### config.mk
export PLATFORM = sky130hd
export DESIGN_NAME = clk_lane_seq
export DESIGN_NICKNAME = d
export VERILOG_FILES = /design/src/rtl/clk_lane_pkg.sv /design/src/rtl/clk_lane_timer.sv /design/src/rtl/clk_lane_outdec.sv /design/src/rtl/clk_lane_seq.sv
export SDC_FILE = /design/constraint.sdc
export NUM_CORES = 1
export LEC_CHECK = 0
export BUFFER_PORTS_ARGS = -buffer_cell sky130_fd_sc_hd__buf_2
export CORE_MARGIN = 8
export CORE_UTILIZATION = 44
export DETAILED_ROUTE_END_ITERATION = 8
export GPL_ROUTABILITY_DRIVEN = 0
export GPL_TIMING_DRIVEN = 1
export PLACE_DENSITY = 0.76
export SYNTH_ARGS = -nofsm -noshare
export SYNTH_HDL_FRONTEND = slang
export SYNTH_SLANG_ARGS = --single-unit
### constraint.sdc
create_clock -name clk -period 2.1 [get_ports clk]
set_input_delay 0.42 -clock clk [delete_from_list [all_inputs] [get_ports clk]]
set_output_delay 0.42 -clock clk [all_outputs]
set_load 0.05 [all_outputs]
### src/rtl/clk_lane_pkg.sv
package clk_lane_pkg;

    typedef enum logic [2:0] {
        ST_STOP   = 3'd0,
        ST_REQ    = 3'd1,
        ST_BRIDGE = 3'd2,
        ST_PREP   = 3'd3,
        ST_ZERO   = 3'd4,
        ST_CLK    = 3'd5,
        ST_POST   = 3'd6,
        ST_TRAIL  = 3'd7
    } lane_st_t;

    localparam logic [1:0] LP11 = 2'b11;
    localparam logic [1:0] LP01 = 2'b01;
    localparam logic [1:0] LP00 = 2'b00;

endpackage

### src/rtl/clk_lane_timer.sv
module clk_lane_timer #(
    parameter int CNT_W = 8
) (
    input  logic             clk,
    input  logic             rst_n,
    input  logic             load,
    input  logic [CNT_W-1:0] load_val,
    output logic             done
);

    logic [CNT_W-1:0] cnt_q;

    // Loaded on phase entry; counts down to zero, then holds.
    always_ff @(posedge clk or negedge rst_n) begin
        if (!rst_n) begin
            cnt_q <= '0;
        end else if (load) begin
            cnt_q <= load_val;
        end else if (cnt_q != '0) begin
            cnt_q <= cnt_q - 1'b1;
        end
    end

    assign done = (cnt_q == '0);

    // once loaded, the count only moves downward until the next load
    a_r9_count_down: assert property (@(posedge clk) disable iff (!rst_n)
        (!load && cnt_q != '0) |=> (cnt_q < $past(cnt_q)));

endmodule

### src/rtl/clk_lane_outdec.sv
module clk_lane_outdec
    import clk_lane_pkg::*;
(
    input  lane_st_t   state,
    output logic [1:0] lp_lvl,
    output logic       hs_drv_en,
    output logic       clk_gate,
    output logic       busy
);

    always_comb begin
        lp_lvl    = LP00;
        hs_drv_en = 1'b0;
        clk_gate  = 1'b0;
        busy      = 1'b1;
        unique case (state)
            ST_STOP: begin
                lp_lvl = LP11;
                busy   = 1'b0;
            end
            ST_REQ:    lp_lvl = LP01;
            ST_BRIDGE: lp_lvl = LP00;
            ST_PREP,
            ST_ZERO,
            ST_TRAIL:  hs_drv_en = 1'b1;
            ST_CLK,
            ST_POST: begin
                hs_drv_en = 1'b1;
                clk_gate  = 1'b1;
            end
            default: begin
                lp_lvl = LP11;
                busy   = 1'b0;
            end
        endcase
    end

endmodule

### src/rtl/clk_lane_seq.sv
module clk_lane_seq
    import clk_lane_pkg::*;
#(
    parameter int CNT_W = 8
) (
    input  logic             clk,
    input  logic             rst_n,
    input  logic             start_req,
    input  logic             stop_req,
    input  logic [CNT_W-1:0] t_lpx,
    input  logic [CNT_W-1:0] t_prep,
    input  logic [CNT_W-1:0] t_zero,
    input  logic [CNT_W-1:0] t_post,
    input  logic [CNT_W-1:0] t_trail,
    output logic [1:0]       lp_lvl,
    output logic             hs_drv_en,
    output logic             clk_gate,
    output logic             busy
);

    lane_st_t         state_q, state_d;
    logic             phase_done;
    logic             phase_load;
    logic [CNT_W-1:0] phase_len;

    // State register
    always_ff @(posedge clk or negedge rst_n) begin
        if (!rst_n) begin
            state_q <= ST_STOP;
        end else begin
            state_q <= state_d;
        end
    end

    // Next-state logic
    always_comb begin
        state_d = state_q;
        unique case (state_q)
            ST_STOP:   if (start_req)  state_d = ST_REQ;
            ST_REQ:    if (phase_done) state_d = ST_BRIDGE;
            ST_BRIDGE: if (phase_done) state_d = ST_PREP;
            ST_PREP:   if (phase_done) state_d = ST_ZERO;
            ST_ZERO:   if (phase_done) state_d = ST_CLK;
            ST_CLK:    if (stop_req)   state_d = ST_POST;
            ST_POST:   if (phase_done) state_d = ST_TRAIL;
            ST_TRAIL:  if (phase_done) state_d = ST_STOP;
            default:                   state_d = ST_STOP;
        endcase
    end

    // Length code of the phase being entered
    always_comb begin
        phase_len = '0;
        unique case (state_d)
            ST_REQ,
            ST_BRIDGE: phase_len = t_lpx;
            ST_PREP:   phase_len = t_prep;
            ST_ZERO:   phase_len = t_zero;
            ST_POST:   phase_len = t_post;
            ST_TRAIL:  phase_len = t_trail;
            default:   phase_len = '0;
        endcase
    end

    assign phase_load = (state_d != state_q);

    clk_lane_timer #(.CNT_W(CNT_W)) u_timer (
        .clk      (clk),
        .rst_n    (rst_n),
        .load     (phase_load),
        .load_val (phase_len),
        .done     (phase_done)
    );

    clk_lane_outdec u_outdec (
        .state     (state_q),
        .lp_lvl    (lp_lvl),
        .hs_drv_en (hs_drv_en),
        .clk_gate  (clk_gate),
        .busy      (busy)
    );

    // from stop state the only exit is the HS request
    a_r1_stop_exit: assert property (@(posedge clk) disable iff (!rst_n)
        (state_q == ST_STOP) |=> (state_q == ST_STOP || state_q == ST_REQ));

    // the bridge LP-00 is entered only from LP-01
    a_r2_bridge_after_req: assert property (@(posedge clk) disable iff (!rst_n)
        (lp_lvl == LP00 && !hs_drv_en && $past(lp_lvl) != LP00)
            |-> ($past(lp_lvl) == LP01));

    // the toggle gate opens only out of the clock-zero phase
    a_r4_gate_after_zero: assert property (@(posedge clk) disable iff (!rst_n)
        $rose(clk_gate) |-> ($past(state_q) == ST_ZERO));

    // post toggling ends in the trail phase with the gate closed
    a_r5_post_to_trail: assert property (@(posedge clk) disable iff (!rst_n)
        (state_q == ST_POST) |=> (state_q == ST_POST ||
            (state_q == ST_TRAIL && !clk_gate && hs_drv_en)));

    // a stop request outside toggling does not start the post phase
    a_r7_stop_ignored: assert property (@(posedge clk) disable iff (!rst_n)
        (stop_req && state_q != ST_CLK && state_q != ST_POST) |=> (state_q != ST_POST));

    // busy drops only when the lane is back in LP-11 after the trail
    a_r8_busy_release: assert property (@(posedge clk) disable iff (!rst_n)
        $fell(busy) |-> (lp_lvl == LP11 && !hs_drv_en && $past(state_q) == ST_TRAIL));

endmodule

==> impl_metrics.csv <==
group,metric,value,unit
run_status,run_status,"completed",
cts,clk_path_buf_depth,2,
global_route,overflow,0,
sta,tightest_slew,485,ps
cts,clock_latency,270,ps
yosys,synth_ff_type,"dfrtp_1",
detailed_routing,wirelength,4.02,mm
yosys,synth.area.top_cells,"dfrtp_1, a221o_1, mux2i_1, nor2_1, nand2_1",
detailed_routing,first_pass_iters,5,
worst_setup_path,cp.required,2250,ps
pwr,fin_total_pwr,2.21,mW
cts,cts.htree.levels,1,
sta,post-route-period-util,97.3,%
floorplanning,rows,19,
cts,cts_buffers,3,
sta,setup_viol,0,
run,cap_violations,0,
worst_setup_path,cp-start-kind,"register",
detailed_routing,num_vias,1445,
yosys,seq_area_frac_synth,22.3,%
pwr,leakagePower,0.769,nW
min_path,min_path_type,"input pin to async pin",
sta,relSlewSlack,67.5,%
placed_design,place_inst,233,
detailed_routing,drc,0,
cts,cts_tree,"yes",
sta,fmax,489,MHz
sta,grt_setup_unrepaired,"yes",
floorplanning,die_x,69.0,µm
pwr,vdd_ir_drop_max,0.000934,V
yosys,yosysTopAreaCell,"dfrtp_1",
placed_design,place_worst_setup_slack,2.94,ps
cts,clk_pin_slew,70,ps
global_route,grt_pass1_wl,6.44,mm
cts,cts_sinks,11,
sta,skew,1.97,ps
global_route,grt_max_degree,19,
detailed_routing,drt_iter0_markers,67,
yosys,ys_ff_latch,11,
placed_design,post-dp-hpwl,3.28,mm
finish,final_cell_count_no_fill,239,
worst_setup_path,end_kind,"register",
finish,final_nets,255,
yosys,syn-cell-area,1230,µm²
yosys,syn_nets,197,
yosys,synth.distinct_cells,43,
yosys,yosys_warnings,0,
finish,area_growth,33.2,%
finish,antenna_cells,0,
yosys,synthCells,151,
sta,finalCriticalPeriod,2040,ps
floorplanning,dieArea,4750,µm²
global_route,grt_antenna_before_repair,0,
sta,setup_slack,57.1,ps
floorplanning,core_region_area,2710,µm²
global_route,grt_pass1_vias,1463,
floorplanning,io_pins,49,
floorplanning,initial_core_util,45.5,%
yosys,synth_top_area_share,22.3,%
sta,tns,0,ps
floorplanning,die_h,69.0,µm
worst_setup_path,critPathKind,"register to register",
cts,clk_root_buffer_cell,"clkbuf_4",
detailed_routing,ant_nets,0,
sta,drv_slew,0,
detailed_routing,vias_per_cell,6.05,
yosys,avgSynthCellArea,8.17,µm²
yosys,async_reset_ff_share,100,%
detailed_routing,wl_per_cell,16.8,µm
worst_setup_path,crit_arrival,2190,ps
finish,drive_above_1_share,39.9,%
yosys,synth_edf_count,0,
worst_setup_path,cp_max_fo,8,
global_route,grtUsageTotal,17.2,%
placed_design,place.port_buffers,48,
sta,finalHoldViolCount,0,
pwr,power-per-cell-area,1350,nW/µm²
[registers in the layout, indices dropped and copies added, names as in the netlist]
name / cells
state_q: 3
u_timer.cnt_q: 8
[what timing repair did]
action,4_1_cts,5_1_grt
hold buffers,0,0
buffers inserted,0,2
endpoints found under the setup margin,5,7
gates resized for setup,3,8
pin swaps,0,4
[power breakdown]
part / internal [mW] / switching [mW] / leakage (nW)
registers: 0.324 / 0.170 / 0.131
clock network: 0.0735 / 0.0735 / 0.0150
logic: 0.718 / 0.856 / 0.623
total: 1.12 / 1.10 / 0.769
[layer usage]
| metal | wire length, µm | part of all wire [%] | global-route usage [%] | vias up |
|---|---|---|---|---|
| met1 | 1790 | 44 | 22.2 | 661 |
| met5 | 0 | 0 | 0 | - |
| met4 | 94 | 2.3 | 8.27 | 0 |
| met2 | 1890 | 47 | 27.5 | 84 |
| li1 | - | - | - | 690 |
| met3 | 250 | 6.2 | 2.26 | 10 |
[path summary, 6_finish.rpt]
kind	start	to	slack, ps	cells past startpoint
worst max register to register	u_timer.cnt_q[3]$_DFFE_PN0P_	u_timer.cnt_q[6]$_DFFE_PN0P_	60	5
min in group clk	t_zero[7]	u_timer.cnt_q[7]$_DFFE_PN0P_	480	3
max in group asynchronous	rst_n	state_q[2]$_DFF_PN0_	1870	1
worst min register to register	u_timer.cnt_q[1]$_DFFE_PN0P_	u_timer.cnt_q[1]$_DFFE_PN0P_	640	2
worst max-delay path	u_timer.cnt_q[3]$_DFFE_PN0P_	u_timer.cnt_q[6]$_DFFE_PN0P_	60	5
worst min-delay path	rst_n	state_q[1]$_DFF_PN0_	10	1
[cell usage after synthesis, types with 2 or more instances]
master and number:
o21a_1 2, a211o_1 2, inv_1 4, a21oi_1 4, a22o_1 5, nor3_1 5, a22oi_1 6, a211oi_1 3
o21ai_0 7, or3_1 2, a221o_1 7, mux2_2 3, dfrtp_1 11, buf_6 2, a222oi_1 4, nor2_1 17
ha_1 2, a221oi_1 2, and4b_1 2, mux2i_1 7, xnor2_1 4, xor2_1 4, buf_2 4, nand2_1 13
clkbuf_1 4, nor2b_1 7, nand2b_1 2
[logic make-up after synthesis]
group / count (synthesis) / share of synthesized area, %
simple gates: 56 / 24.4
compound gates: 49 / 30.9
buf+inv: 15 / 6.19
flops: 11 / 22.3
mux: 10 / 8.42
xor+xnor: 8 / 5.68
fa+ha+maj: 2 / 2.03
[metrics by stage]
| step | util, % | hold slack, ps | cell area, µm² |
|---|---|---|---|
| final | 60.6 | 10.1 | 1640 |
| after global routing | 60.6 | 21.0 | 1640 |
| after CTS | 58.9 | 18.3 | 1600 |
| after detailed placement | 57.8 | 309 | 1570 |
| after global placement | 57.8 | 303 | 1570 |
| after floorplan | - | 124 | 1240 |
[cells in the final DEF, fill, tap and decap left out, drive strengths merged, types with 6 or more instances in the layout]
cell	instances
nand2	13
mux2i	7
buf	63
nor2b	7
a22oi	6
a221o	7
o21ai	7
nor2	17
dfrtp	11
[final cells by class]
cell class	instances	area, µm²
Sequential cell	11	279
Inverter	4	18.8
Clock buffer	4	26.3
Timing Repair Buffer	64	363
Tap cell	31	38.8
Fill cell	272	1070
Multi-Input combinational cell	125	917
[critical path, cell delays in order (launching register included)]
cell	delay, ps
dfrtp_1	420
nor4_4	390
nand3_4	170
and3_4	230
a221o_1	350
a221o_1	350
Note: power is estimated with default switching activity, not from simulation.
